`src/rtl/uart_irq_pkg.sv`:
```
`timescale 1ns/1ps
package uart_irq_pkg;

  typedef enum logic [3:0] {
    ID_MODEM   = 4'b0000,
    ID_NONE    = 4'b0001,
    ID_TXEMPTY = 4'b0010,
    ID_RXDATA  = 4'b0100,
    ID_LINE    = 4'b0110,
    ID_TIMEOUT = 4'b1100
  } irq_id_e;

  localparam int EN_RX    = 0;
  localparam int EN_TX    = 1;
  localparam int EN_LINE  = 2;
  localparam int EN_MODEM = 3;

  // source vector positions, highest rank first
  localparam int SRC_LINE  = 0;
  localparam int SRC_RXD   = 1;
  localparam int SRC_TMO   = 2;
  localparam int SRC_TXE   = 3;
  localparam int SRC_MODEM = 4;
  localparam int N_SRC     = 5;

  function automatic int unsigned trig_level(input logic [1:0] sel, input logic fifo_on);
    if (!fifo_on) return 1;
    case (sel)
      2'd0:    return 1;
      2'd1:    return 4;
      2'd2:    return 8;
      default: return 14;
    endcase
  endfunction

endpackage

```
`src/rtl/irq_thre_flag.sv`:
```
`timescale 1ns/1ps
module irq_thre_flag (
  input  logic clk,
  input  logic rst_n,
  input  logic fifo_mode,
  input  logic tx_empty_evt,
  input  logic thr_write,
  input  logic tx_flush,
  input  logic id_read,
  input  logic reported,
  output logic pend
);

  logic boot_q, boot_d;
  logic pend_q, pend_d;

  always_comb begin
    boot_d = 1'b0;
    pend_d = pend_q;
    if (tx_flush)
      pend_d = fifo_mode;
    else if (thr_write)
      pend_d = 1'b0;
    else if (boot_q)
      pend_d = fifo_mode;
    else if (tx_empty_evt)
      pend_d = 1'b1;
    else if (id_read && reported)
      pend_d = 1'b0;
  end

  always_ff @(posedge clk or negedge rst_n) begin
    if (!rst_n) begin
      boot_q <= 1'b1;
      pend_q <= 1'b0;
    end else begin
      boot_q <= boot_d;
      pend_q <= pend_d;
    end
  end

  assign pend = pend_q;

endmodule

```
`src/rtl/irq_timeout_ctr.sv`:
```
`timescale 1ns/1ps
module irq_timeout_ctr #(
  parameter int CW = 15
) (
  input  logic          clk,
  input  logic          rst_n,
  input  logic          data_ready,
  input  logic          restart,
  input  logic [CW-1:0] limit,
  output logic          expired
);

  logic [CW-1:0] cnt_q, cnt_d;
  logic          cnt_en;

  always_comb begin
    cnt_en = data_ready && (cnt_q != {CW{1'b1}});
    cnt_d  = cnt_q;
    if (restart)
      cnt_d = '0;
    else if (cnt_en)
      cnt_d = cnt_q + 1'b1;
  end

  always_ff @(posedge clk or negedge rst_n) begin
    if (!rst_n)
      cnt_q <= '0;
    else
      cnt_q <= cnt_d;
  end

  assign expired = (cnt_q >= limit);

endmodule

```
`src/rtl/irq_prio_enc.sv`:
```
`timescale 1ns/1ps
module irq_prio_enc
  import uart_irq_pkg::*;
(
  input  logic [N_SRC-1:0] src,
  output irq_id_e          code
);

  always_comb begin
    if (src[SRC_LINE])
      code = ID_LINE;
    else if (src[SRC_RXD])
      code = ID_RXDATA;
    else if (src[SRC_TMO])
      code = ID_TIMEOUT;
    else if (src[SRC_TXE])
      code = ID_TXEMPTY;
    else if (src[SRC_MODEM])
      code = ID_MODEM;
    else
      code = ID_NONE;
  end

endmodule

```
`src/rtl/uart_irq_ident.sv`:
```
`timescale 1ns/1ps
module uart_irq_ident
  import uart_irq_pkg::*;
#(
  parameter int DEPTH    = 16,
  parameter int FT_W     = 12,
  parameter int TMO_MULT = 4,
  localparam int CNT_W   = $clog2(DEPTH + 1),
  localparam int CW      = FT_W + $clog2(TMO_MULT) + 1
) (
  input  logic             clk,
  input  logic             rst_n,
  input  logic             fifo_mode,
  input  logic [1:0]       trig_sel,
  input  logic [3:0]       ien,
  input  logic [3:0]       ls_err,
  input  logic [3:0]       ms_delta,
  input  logic             data_ready,
  input  logic [CNT_W-1:0] rx_count,
  input  logic             rx_push,
  input  logic             rx_pop,
  input  logic [FT_W-1:0]  frame_time,
  input  logic             tx_empty_evt,
  input  logic             thr_write,
  input  logic             tx_flush,
  input  logic             id_read,
  output logic [3:0]       irq_code,
  output logic [7:0]       id_byte,
  output logic             irq
);

  irq_id_e          code_q, code_d;
  logic [N_SRC-1:0] src;
  logic             thre_pend;
  logic             tmo_hit;
  logic [CW-1:0]    tmo_limit;
  logic [CNT_W-1:0] level;

  assign tmo_limit = CW'(frame_time) * CW'(TMO_MULT);
  assign level     = CNT_W'(trig_level(trig_sel, fifo_mode));

  irq_thre_flag u_thre (
    .clk          (clk),
    .rst_n        (rst_n),
    .fifo_mode    (fifo_mode),
    .tx_empty_evt (tx_empty_evt),
    .thr_write    (thr_write),
    .tx_flush     (tx_flush),
    .id_read      (id_read),
    .reported     (code_q == ID_TXEMPTY),
    .pend         (thre_pend)
  );

  irq_timeout_ctr #(.CW(CW)) u_tmo (
    .clk        (clk),
    .rst_n      (rst_n),
    .data_ready (data_ready),
    .restart    (rx_push || rx_pop),
    .limit      (tmo_limit),
    .expired    (tmo_hit)
  );

  always_comb begin
    src            = '0;
    src[SRC_LINE]  = ien[EN_LINE] && (|ls_err);
    src[SRC_RXD]   = ien[EN_RX] && data_ready && (rx_count >= level);
    src[SRC_TMO]   = ien[EN_RX] && (rx_count != '0) && tmo_hit;
    src[SRC_TXE]   = ien[EN_TX] && thre_pend;
    src[SRC_MODEM] = ien[EN_MODEM] && (|ms_delta);
  end

  irq_prio_enc u_enc (
    .src  (src),
    .code (code_d)
  );

  always_ff @(posedge clk or negedge rst_n) begin
    if (!rst_n)
      code_q <= ID_NONE;
    else
      code_q <= code_d;
  end

  assign irq_code = code_q;
  assign id_byte  = {2'b11, 2'b00, code_q};
  assign irq      = (code_q != ID_NONE);

endmodule

```
`config.mk`:
```
export PLATFORM = sky130hd
export DESIGN_NAME = uart_irq_ident
export DESIGN_NICKNAME = d
export VERILOG_FILES = /design/src/rtl/uart_irq_pkg.sv /design/src/rtl/irq_thre_flag.sv /design/src/rtl/irq_timeout_ctr.sv /design/src/rtl/irq_prio_enc.sv /design/src/rtl/uart_irq_ident.sv
export SDC_FILE = /design/constraint.sdc
export NUM_CORES = 1
export LEC_CHECK = 0
export BUFFER_PORTS_ARGS = -buffer_cell sky130_fd_sc_hd__clkbuf_2
export CORE_MARGIN = 4
export CORE_UTILIZATION = 51
export DETAILED_ROUTE_END_ITERATION = 16
export GPL_TIMING_DRIVEN = 0
export PLACE_DENSITY = 0.82
export SYNTH_ARGS = -nofsm -noshare
export SYNTH_HDL_FRONTEND = slang
export SYNTH_HIERARCHICAL = 1
export SYNTH_SLANG_ARGS = --single-unit
```
`constraint.sdc`:
```
create_clock -name clk -period 2.7 [get_ports clk]
set_clock_uncertainty 0.2 [all_clocks]
set_input_delay 0.27 -clock clk [delete_from_list [all_inputs] [get_ports clk]]
set_output_delay 0.27 -clock clk [all_outputs]
set_load 0.02 [all_outputs]
```
==> results of run 1 <==
## critical path: cells and delay by family (launching register included)
family,cells,cell delay (ns)
flops,1,0.49
fa+ha+maj,1,0.33
simple gates,2,0.12
compound gates,5,1.20
## metal layers
| metal | share of wire, % | wire length (um) | global-route usage, % |
|---|---|---|---|
| met4 | 0.86 | 32 | 5.33 |
| met3 | 4.1 | 152 | 3.54 |
| met5 | 0 | 0 | 0 |
| met1 | 46 | 1700 | 23.9 |
| met2 | 49 | 1840 | 29.7 |
## stage by stage
stage / instances / util [%]
after detailed placement: 294 / 65.4
after global routing: 301 / 67.2
after floorplan: 201 / -
after CTS: 301 / 67.2
after global placement: 294 / 65.4
final: 301 / 67.2
## cell type report
cell class,count,area share [%]
buffer,11,3.36
clock buffer,3,1.06
clock inverter,1,0.236
inverter,18,3.19
multi-input combinational,151,51.7
sequential,21,24.9
tap,44,2.60
timing repair buffer,52,13.0
## kinds of logic after synthesis
| group | count (synthesis) | share of synthesized area, % |
|---|---|---|
| AO/OA/AOI/OAI | 43 | 15.8 |
| adder cells (fa/ha/maj) | 20 | 14.4 |
| buffers and inverters | 29 | 7.97 |
| flip-flops | 21 | 30.3 |
| multiplexers | 5 | 3.37 |
| other | 3 | 0.646 |
| AND/OR/NAND/NOR | 75 | 27.6 |
## where the power goes
part	total (uW)	internal, uW	switching [uW]
registers	329	322	6.82
logic	133	64.5	68.8
clock network	155	55.4	100
total	618	442	176
## final timing paths
check	end	slack, ns	depth (start not counted)
min in group asynchronous	irq_code[2]$_DFF_PN0_	0.24	2
worst max register to register	irq_code[1]$_DFF_PN0_	0.28	8
worst min-delay path	irq_code[0]$_DFF_PN1_	0.008	3
max in group asynchronous	u_thre/boot_q$_DFF_PN1_	1.68	2
worst max-delay path	irq_code[1]$_DFF_PN0_	0.28	8
worst min register to register	irq_code[0]$_DFF_PN1_	0.33	2
## cell usage in the layout, fill, tap and decap left out, drive strengths merged, types with 2 or more instances in the layout
cell         instances
nand2b               2
clkbuf              55
nor2b                4
o21ai               10
nand4                6
dfrtp               19
or2                  2
mux2                 4
a21o                 2
nand3                6
nor3b                2
nand2               12
ha                  20
and3                 2
conb                 8
o41a                 3
nor3                 8
inv                 18
dfstp                2
a21oi               17
dlygate4sd3          3
or4                  3
buf                  8
nor4                 6
a41oi                2
o31ai                3
nor2                12
or3                  5
## sequential cells by signal (all words and copies together), names as in the netlist
signal	count
u_thre/boot_q	1
irq_code	4
u_tmo/cnt_q	15
u_thre/pend	1
==> reports/qor.yml, run 1 <==
timing.setup.tns_ns: 0
hp-start: "ien[1]"
hold_class: "in -> reg"
wl_um: 3720
vdd_ir_drop_max_mv: 0.288
syn_area_per_cell_sq_um: 8.89
fillCellCount: 300
fin_ws_ns: 0.280
port-buffer-count: 49
power_density_nw_per_um2: 292
startpoint_type: "register"
crit_fanout: 7
place_ws_ns: 0.264
via_per_inst: 5.18
yosysWarnings: 6
synth-seq-area-share_pct: 30.3
die_w_um: 66.5
die_h_um: 66.5
drt_pass1_iterations: 4
start_util_pct: 55.3
cts.path.max_buffers: 2
cp-end-kind: "register"
cts_hold_buf: 3
synth_top_area_share_pct: 27.3
vias: 1560
route.detailed.drc: 0
status: "finished clean"
root_buffer: "clkbuf_4"
maxCapViolations: 0
p_leak_uw: 0.00106
crit_chain: "ha_1 -> nand2_1 -> o21ai_0 -> a21oi_1 -> o41ai_1 -> o311a_1 -> nor2_1 -> a21o_2"
r2r-start: "u_tmo/cnt_q[6]$_DFFE_PN0P_"
core-area_sq_um: 3150
syn_area_sq_um: 1740
yosysMostFrequentCell: "ha_1"
area_growth_pct: 21.6
hpwl_um: 3010
synth_edf_count: 0
multi_input_area_sq_um: 1090
synth-main-ff-cell: "dfrtp_1"
ant_nets: 0
seqCellArea_sq_um: 528
antenna_found_initial: 0
crit_start: "u_tmo/cnt_q[6]$_DFFE_PN0P_"
grt_first_pass_wirelength_um: 6210
cts_tree: "built"
yosysTopAreaCell: "dfrtp_1"
drive_above_1_share_pct: 31.5
ioPinCount: 54
clkSinkCount: 21
required_ns: 2.72
gp_congestion: 0.863
rows: 20
postSynthCellCount: 196
synth_cell_types: 49
worst_slew_pin_slew_ns: 0.519
critPathSlowestCell: "dfrtp_1"
grt_util_all_layers_pct: 18.1
maxClockFrequency_mhz: 413
cts_inserted_buffers: 3
maxSlewViolCount: 0
ys_top_cells_by_area: "dfrtp_1, ha_1, a21oi_1, inv_1, buf_4"
design_area_sq_um: 2120
setup_viol: 0
htree_levels: 1
rsz0062_at_grt: "false"
grt_max_degree: 22
relSlewSlack_pct: 65.4
async_flop_share_pct: 100
ys_top_cells_by_count: "ha_1, dfrtp_1, inv_1"
cts_resized: 0
drt_iter0_drc: 51
n_antenna_cell: 0
hold_violations: 0
clk_pin_slew_ns: 0.12
ys_seq_elements: 21
insertion_delay_ns: 0.31
crit_type: "reg -> reg"
fin_crit_sh_pct: 89.6
fin_nets: 319
post_cts_buffers: 0
p_total_uw: 618
whs_ns: 0.00835
dpl_cell_area_sq_um: 2060
timing.final.crit_period_ns: 2.42
globalRouteOverflowTotal: 0
wl_per_cell_um: 12.4
grt_pass1_vias: 1443
crit_arrival_ns: 2.44
max_stage_delay_ns: 0.49
dieArea_sq_um: 4420
No activity file was read; power rests on OpenSTA's default activity.
==> run 2: changes to the inputs <==
- CORE_MARGIN: 4 -> default
- MAX_ROUTING_LAYER: default -> met4
==> run 2 against run 1 <==
Final cell count stayed put. Flip-flop and latch count stayed put. Largest cell class unchanged. Setup slack worse by 0.027 ns.
==> reports/qor.yml, run 2 (synthesized netlist as in run 1, its figures left out) <==
route.detailed.drc: 0  # unchanged
drive_above_1_share_pct: 31.5  # unchanged
crit_type: "reg -> reg"
wl_um: 3540  # -5.0%
wl_per_cell_um: 11.7  # -5.0%
max_stage_delay_ns: 0.48  # about the same
timing.setup.tns_ns: 0  # unchanged
required_ns: 2.71  # about the same
worst_slew_pin_slew_ns: 0.519  # +0.0000137 ns
die_w_um: 60.5  # -9.0%
critPathSlowestCell: "dfrtp_1"
regMostFlops: "u_tmo/cnt_q"
cts_tree: "built"
antenna_found_initial: 0  # unchanged
crit_fanout: 7  # unchanged
power_density_nw_per_um2: 291  # -0.23%
fin_crit_sh_pct: 90.6  # +1.0 points
timing.final.crit_period_ns: 2.45  # +0.0273 ns
cts_hold_buf: 3  # unchanged
drt_pass1_iterations: 4  # unchanged
design_area_sq_um: 2120  # unchanged
grt_pass1_vias: 1325  # -8.2%
post_cts_buffers: 0  # unchanged
die_h_um: 60.5  # -9.0%
cts_resized: 0  # unchanged
grt_first_pass_wirelength_um: 5730  # -7.8%
cts.path.max_buffers: 2  # unchanged
startpoint_type: "register"
status: "finished clean"
insertion_delay_ns: 0.30  # about the same
cts_inserted_buffers: 3  # unchanged
via_per_inst: 5.27  # +1.7%
ant_nets: 0  # unchanged
dpl_cell_area_sq_um: 2060  # unchanged
crit_chain: "ha_1 -> nand2_1 -> o21ai_0 -> a21oi_1 -> o41ai_1 -> o311a_1 -> nor2_1 -> a21o_2"
n_antenna_cell: 0  # unchanged
vias: 1586  # +1.7%
htree_levels: 1  # unchanged
area_growth_pct: 21.6  # unchanged
hold_class: "in -> reg"
vdd_ir_drop_max_mv: 0.184  # -36%
port-buffer-count: 49  # unchanged
rsz0062_at_grt: "false"
core-area_sq_um: 3150  # unchanged
rows: 20  # unchanged
grt_max_degree: 22  # unchanged
relSlewSlack_pct: 65.4  # about the same
clkSinkCount: 21  # unchanged
clk_pin_slew_ns: 0.12  # about the same
dieArea_sq_um: 3660  # -17%
mostFrequentLayoutCells: "clkbuf_2, ha_1, dfrtp_1, inv_1, a21oi_1"
layout_commonest_cell: "clkbuf_2"
p_leak_uw: 0.00106  # about the same
globalRouteOverflowTotal: 0  # unchanged
maxCapViolations: 0  # unchanged
hold_violations: 0  # unchanged
maxClockFrequency_mhz: 409  # -1.1%
start_util_pct: 55.3  # unchanged
drt_iter0_drc: 59  # +16%
root_buffer: "clkbuf_4"
hpwl_um: 2860  # -5.1%
maxSlewViolCount: 0  # unchanged
largest_reg_flops: 15  # unchanged
grt_util_all_layers_pct: 21.5  # +3.4 points
gp_congestion: 0.957  # +11%
cp-end-kind: "register"
fin_nets: 319  # unchanged
ioPinCount: 54  # unchanged
setup_viol: 0  # unchanged
crit_arrival_ns: 2.45  # about the same
-- run 2: cell counts in the layout (fill, tap and decap cells not counted) --
Identical to the previous run, type by type.
-- run 2: worst paths after layout --
path / start / cells past startpoint / slack [ns] / end
worst min register to register: u_thre/pend$_DFFE_PN0P_ / 2 / 0.35 / irq_code[0]$_DFF_PN1_
worst max-delay path: u_tmo/cnt_q[6]$_DFFE_PN0P_ / 8 / 0.25 / irq_code[1]$_DFF_PN0_
worst min-delay path: thr_write / 3 / 0.01 / u_thre/pend$_DFFE_PN0P_
min in group asynchronous: rst_n / 2 / 0.29 / u_tmo/cnt_q[5]$_DFFE_PN0P_
worst max register to register: u_tmo/cnt_q[6]$_DFFE_PN0P_ / 8 / 0.25 / irq_code[1]$_DFF_PN0_
max in group asynchronous: rst_n / 2 / 1.65 / u_thre/boot_q$_DFF_PN1_
-- run 2: area by class of cell --
cell class	instances	area [sq um]
Tap cell	44	55.1
Buffer	11	71.3
Clock buffer	3	22.5
Sequential cell	21	528
Fill cell	287	1030
Clock inverter	1	5.00
Timing Repair Buffer	52	275
Inverter	18	67.6
Multi-Input combinational cell	151	1090
-- run 2: worst max-delay path, delay by kind of cell (launching register included) --
| kind | cells | cell delay [ns] |
|---|---|---|
| fa+ha+maj | 1 | 0.33 |
| compound gates | 5 | 1.22 |
| flops | 1 | 0.48 |
| simple gates | 2 | 0.12 |
-- run 2: through the flow --
stage / util, % / hold WS [ns] / cells / power, uW / worst slack [ns]
final: 67.2 / 0.0138 / 301 / 617 / 0.253
after CTS: 67.2 / 0.00631 / 301 / 623 / 0.222
after global routing: 67.2 / 0.00942 / 301 / 660 / 0.0776
after global placement: 65.4 / 0.0703 / 294 / 463 / 0.250
after floorplan: - / -0.226 / 201 / 410 / 0.605
after detailed placement: 65.4 / 0.0730 / 294 / 466 / 0.237
-- run 2: where the power goes --
group	leakage, uW	internal, uW	total (uW)	switching (uW)
clock network	0.0000177	55.2	154	99.0
logic	0.000759	64.4	133	69.1
registers	0.000279	323	329	6.41
total	0.00106	442	617	174
-- run 2: routing by layer --
| layer | part of all wire, % | track usage [%] |
|---|---|---|
| met1 | 48 | 29.6 |
| met2 | 48 | 34.1 |
| met3 | 3.1 | 1.92 |
| met4 | 0.68 | 5.84 |
| met5 | 0 | - |
==> run 3: changes to the inputs <==
- RECOVER_POWER: default -> 25
==> run 3 against run 2 <==
Total power barely moved. Register-to-register slack barely moved. Final cell count did not move. Global-route usage did not move. Via count barely moved. Hold slack barely moved. Sequential power barely moved. Non-clock buffer count did not move. Die area did not move. Clock power barely moved. Flip-flop and latch count did not move. Critical path depth did not move. Largest power group unchanged. Highest routed layer unchanged.
==> reports/qor.yml, run 3 (synthesized netlist as in run 1, its figures left out) <==
maxSlewViolCount: 0  # unchanged
clkSinkCount: 21  # unchanged
drive_above_1_share_pct: 31.1  # -0.39 points
crit_fanout: 7  # unchanged
grt_first_pass_wirelength_um: 5730  # unchanged
hold_class: "in -> reg"
maxClockFrequency_mhz: 409  # about the same
dp.cells: 294  # unchanged
fin_ws_ns: 0.253  # +0.000168 ns
drt_iter0_drc: 59  # unchanged
final_cells: 301  # unchanged
crit_chain: "ha_1 -> nand2_1 -> o21ai_0 -> a21oi_1 -> o41ai_1 -> o311a_1 -> nor2_1 -> a21o_2"
rsz0062_at_grt: "false"
insertion_delay_ns: 0.30  # about the same
largest_reg_flops: 15  # unchanged
layout_commonest_cell: "clkbuf_2"
crit_arrival_ns: 2.45  # about the same
antenna_found_initial: 0  # unchanged
p_total_uw: 616  # about the same
status: "finished clean"
route.detailed.drc: 0  # unchanged
grt_pass1_vias: 1325  # unchanged
drt_pass1_iterations: 4  # unchanged
hpwl_um: 2860  # unchanged
rows: 20  # unchanged
n_antenna_cell: 0  # unchanged
cts.path.max_buffers: 2  # unchanged
globalRouteOverflowTotal: 0  # unchanged
crit_type: "reg -> reg"
setup_viol: 0  # unchanged
port-buffer-count: 49  # unchanged
worst_slew_pin_slew_ns: 1.11  # +0.594 ns
wl_um: 3530  # -0.25%
start_util_pct: 55.3  # unchanged
grt_util_all_layers_pct: 21.5  # unchanged
maxCapViolations: 0  # unchanged
p_leak_uw: 0.00105  # -0.28%
via_per_inst: 5.27  # about the same
ioPinCount: 54  # unchanged
cts_tree: "built"
regMostFlops: "u_tmo/cnt_q"
dieArea_sq_um: 3660  # unchanged
place_ws_ns: 0.237  # unchanged
mostFrequentLayoutCells: "clkbuf_2, ha_1, dfrtp_1, inv_1, a21oi_1"
vdd_ir_drop_max_mv: 0.184  # about the same
critPathSlowestCell: "dfrtp_1"
die_w_um: 60.5  # unchanged
area_growth_pct: 21.5  # about the same
fin_nets: 319  # unchanged
timing.final.crit_period_ns: 2.45  # -0.000168 ns
fin_crit_sh_pct: 90.6  # about the same
design_area_sq_um: 2120  # about the same
startpoint_type: "register"
clk_pin_slew_ns: 0.12  # about the same
fillCellCount: 288  # +0.35%
path_buf_inv: 0  # unchanged
max_stage_delay_ns: 0.48  # about the same
relSlewSlack_pct: 25.8  # -40 points
vias: 1587  # +0.063%
reg2reg_setup_slack_ns: 0.25  # about the same
timing.setup.tns_ns: 0  # unchanged
core-area_sq_um: 3150  # unchanged
hold_violations: 0  # unchanged
grt_max_degree: 22  # unchanged
ant_nets: 0  # unchanged
gp_congestion: 0.957  # unchanged
root_buffer: "clkbuf_4"
power_density_nw_per_um2: 291  # about the same
path_delay_family: "compound AO/OA/AOI/OAI gates"
htree_levels: 1  # unchanged
wl_per_cell_um: 11.7  # -0.25%
die_h_um: 60.5  # unchanged
cts_inserted_buffers: 3  # unchanged
cp-end-kind: "register"
dpl_cell_area_sq_um: 2060  # unchanged
required_ns: 2.71  # about the same
[run 3: cell counts in the layout (fill, tap and decap cells not counted)]
Identical to the previous run, type by type.
[run 3: path summary, 6_finish.rpt]
check	start	endpoint	cells after the start
setup / recovery	u_tmo/cnt_q[6]$_DFFE_PN0P_	irq_code[1]$_DFF_PN0_	8
hold / removal	thr_write	u_thre/pend$_DFFE_PN0P_	3
setup reg to reg	u_tmo/cnt_q[6]$_DFFE_PN0P_	irq_code[1]$_DFF_PN0_	8
hold reg to reg	u_thre/pend$_DFFE_PN0P_	irq_code[0]$_DFF_PN1_	2
max in group asynchronous	rst_n	u_tmo/cnt_q[9]$_DFFE_PN0P_	2
min in group asynchronous	rst_n	u_tmo/cnt_q[5]$_DFFE_PN0P_	2
[run 3: what timing repair did]
action | 4_1_cts | 5_1_grt
hold buffers | 3 | 0
setup buffers | 0 | 0
gates resized for setup | 0 | 0
hold endpoints to repair | 21 | 0
[run 3: where the power goes]
part / internal [uW] / switching, uW / total (uW)
Clock: 55.2 / 99.0 / 154
Sequential: 323 / 6.41 / 329
Combinational: 64.2 / 69.0 / 133
Total: 442 / 174 / 616
[run 3: per-stage QoR]
stage / utilization (%) / hold WS [ns]
final: 67.2 / 0.0139
after global routing: 67.2 / 0.00942
after CTS: 67.2 / 0.00631
after detailed placement: 65.4 / 0.0730
after global placement: 65.4 / 0.0703
after floorplan: - / -0.226
[run 3: cell type report]
| type | count | area (sq um) | share of cell area, % |
|---|---|---|---|
| Clock buffer | 3 | 22.5 | 1.06 |
| Timing Repair Buffer | 52 | 274 | 12.9 |
| Tap cell | 44 | 55.1 | 2.60 |
| Multi-Input combinational cell | 151 | 1090 | 51.7 |
| Sequential cell | 21 | 528 | 24.9 |
| Inverter | 18 | 67.6 | 3.19 |
| Buffer | 11 | 71.3 | 3.37 |
| Clock inverter | 1 | 5.00 | 0.236 |
[run 3: worst min-delay path: cells and delay by family]
family / cells / cell delay [ns]
compound gates: 1 / 0.05
buf+inv: 1 / 0.08
simple gates: 1 / 0.09
[run 3: routing by layer]
metal  track usage [%]  vias to the layer above  part of all wire [%]
li1                  -                      826                     -
met4              5.84                        0                  0.68
met5                 -                        -                     0
met2              34.1                       29                    48
met3              1.92                        2                   3.1
met1              29.6                      730                    48
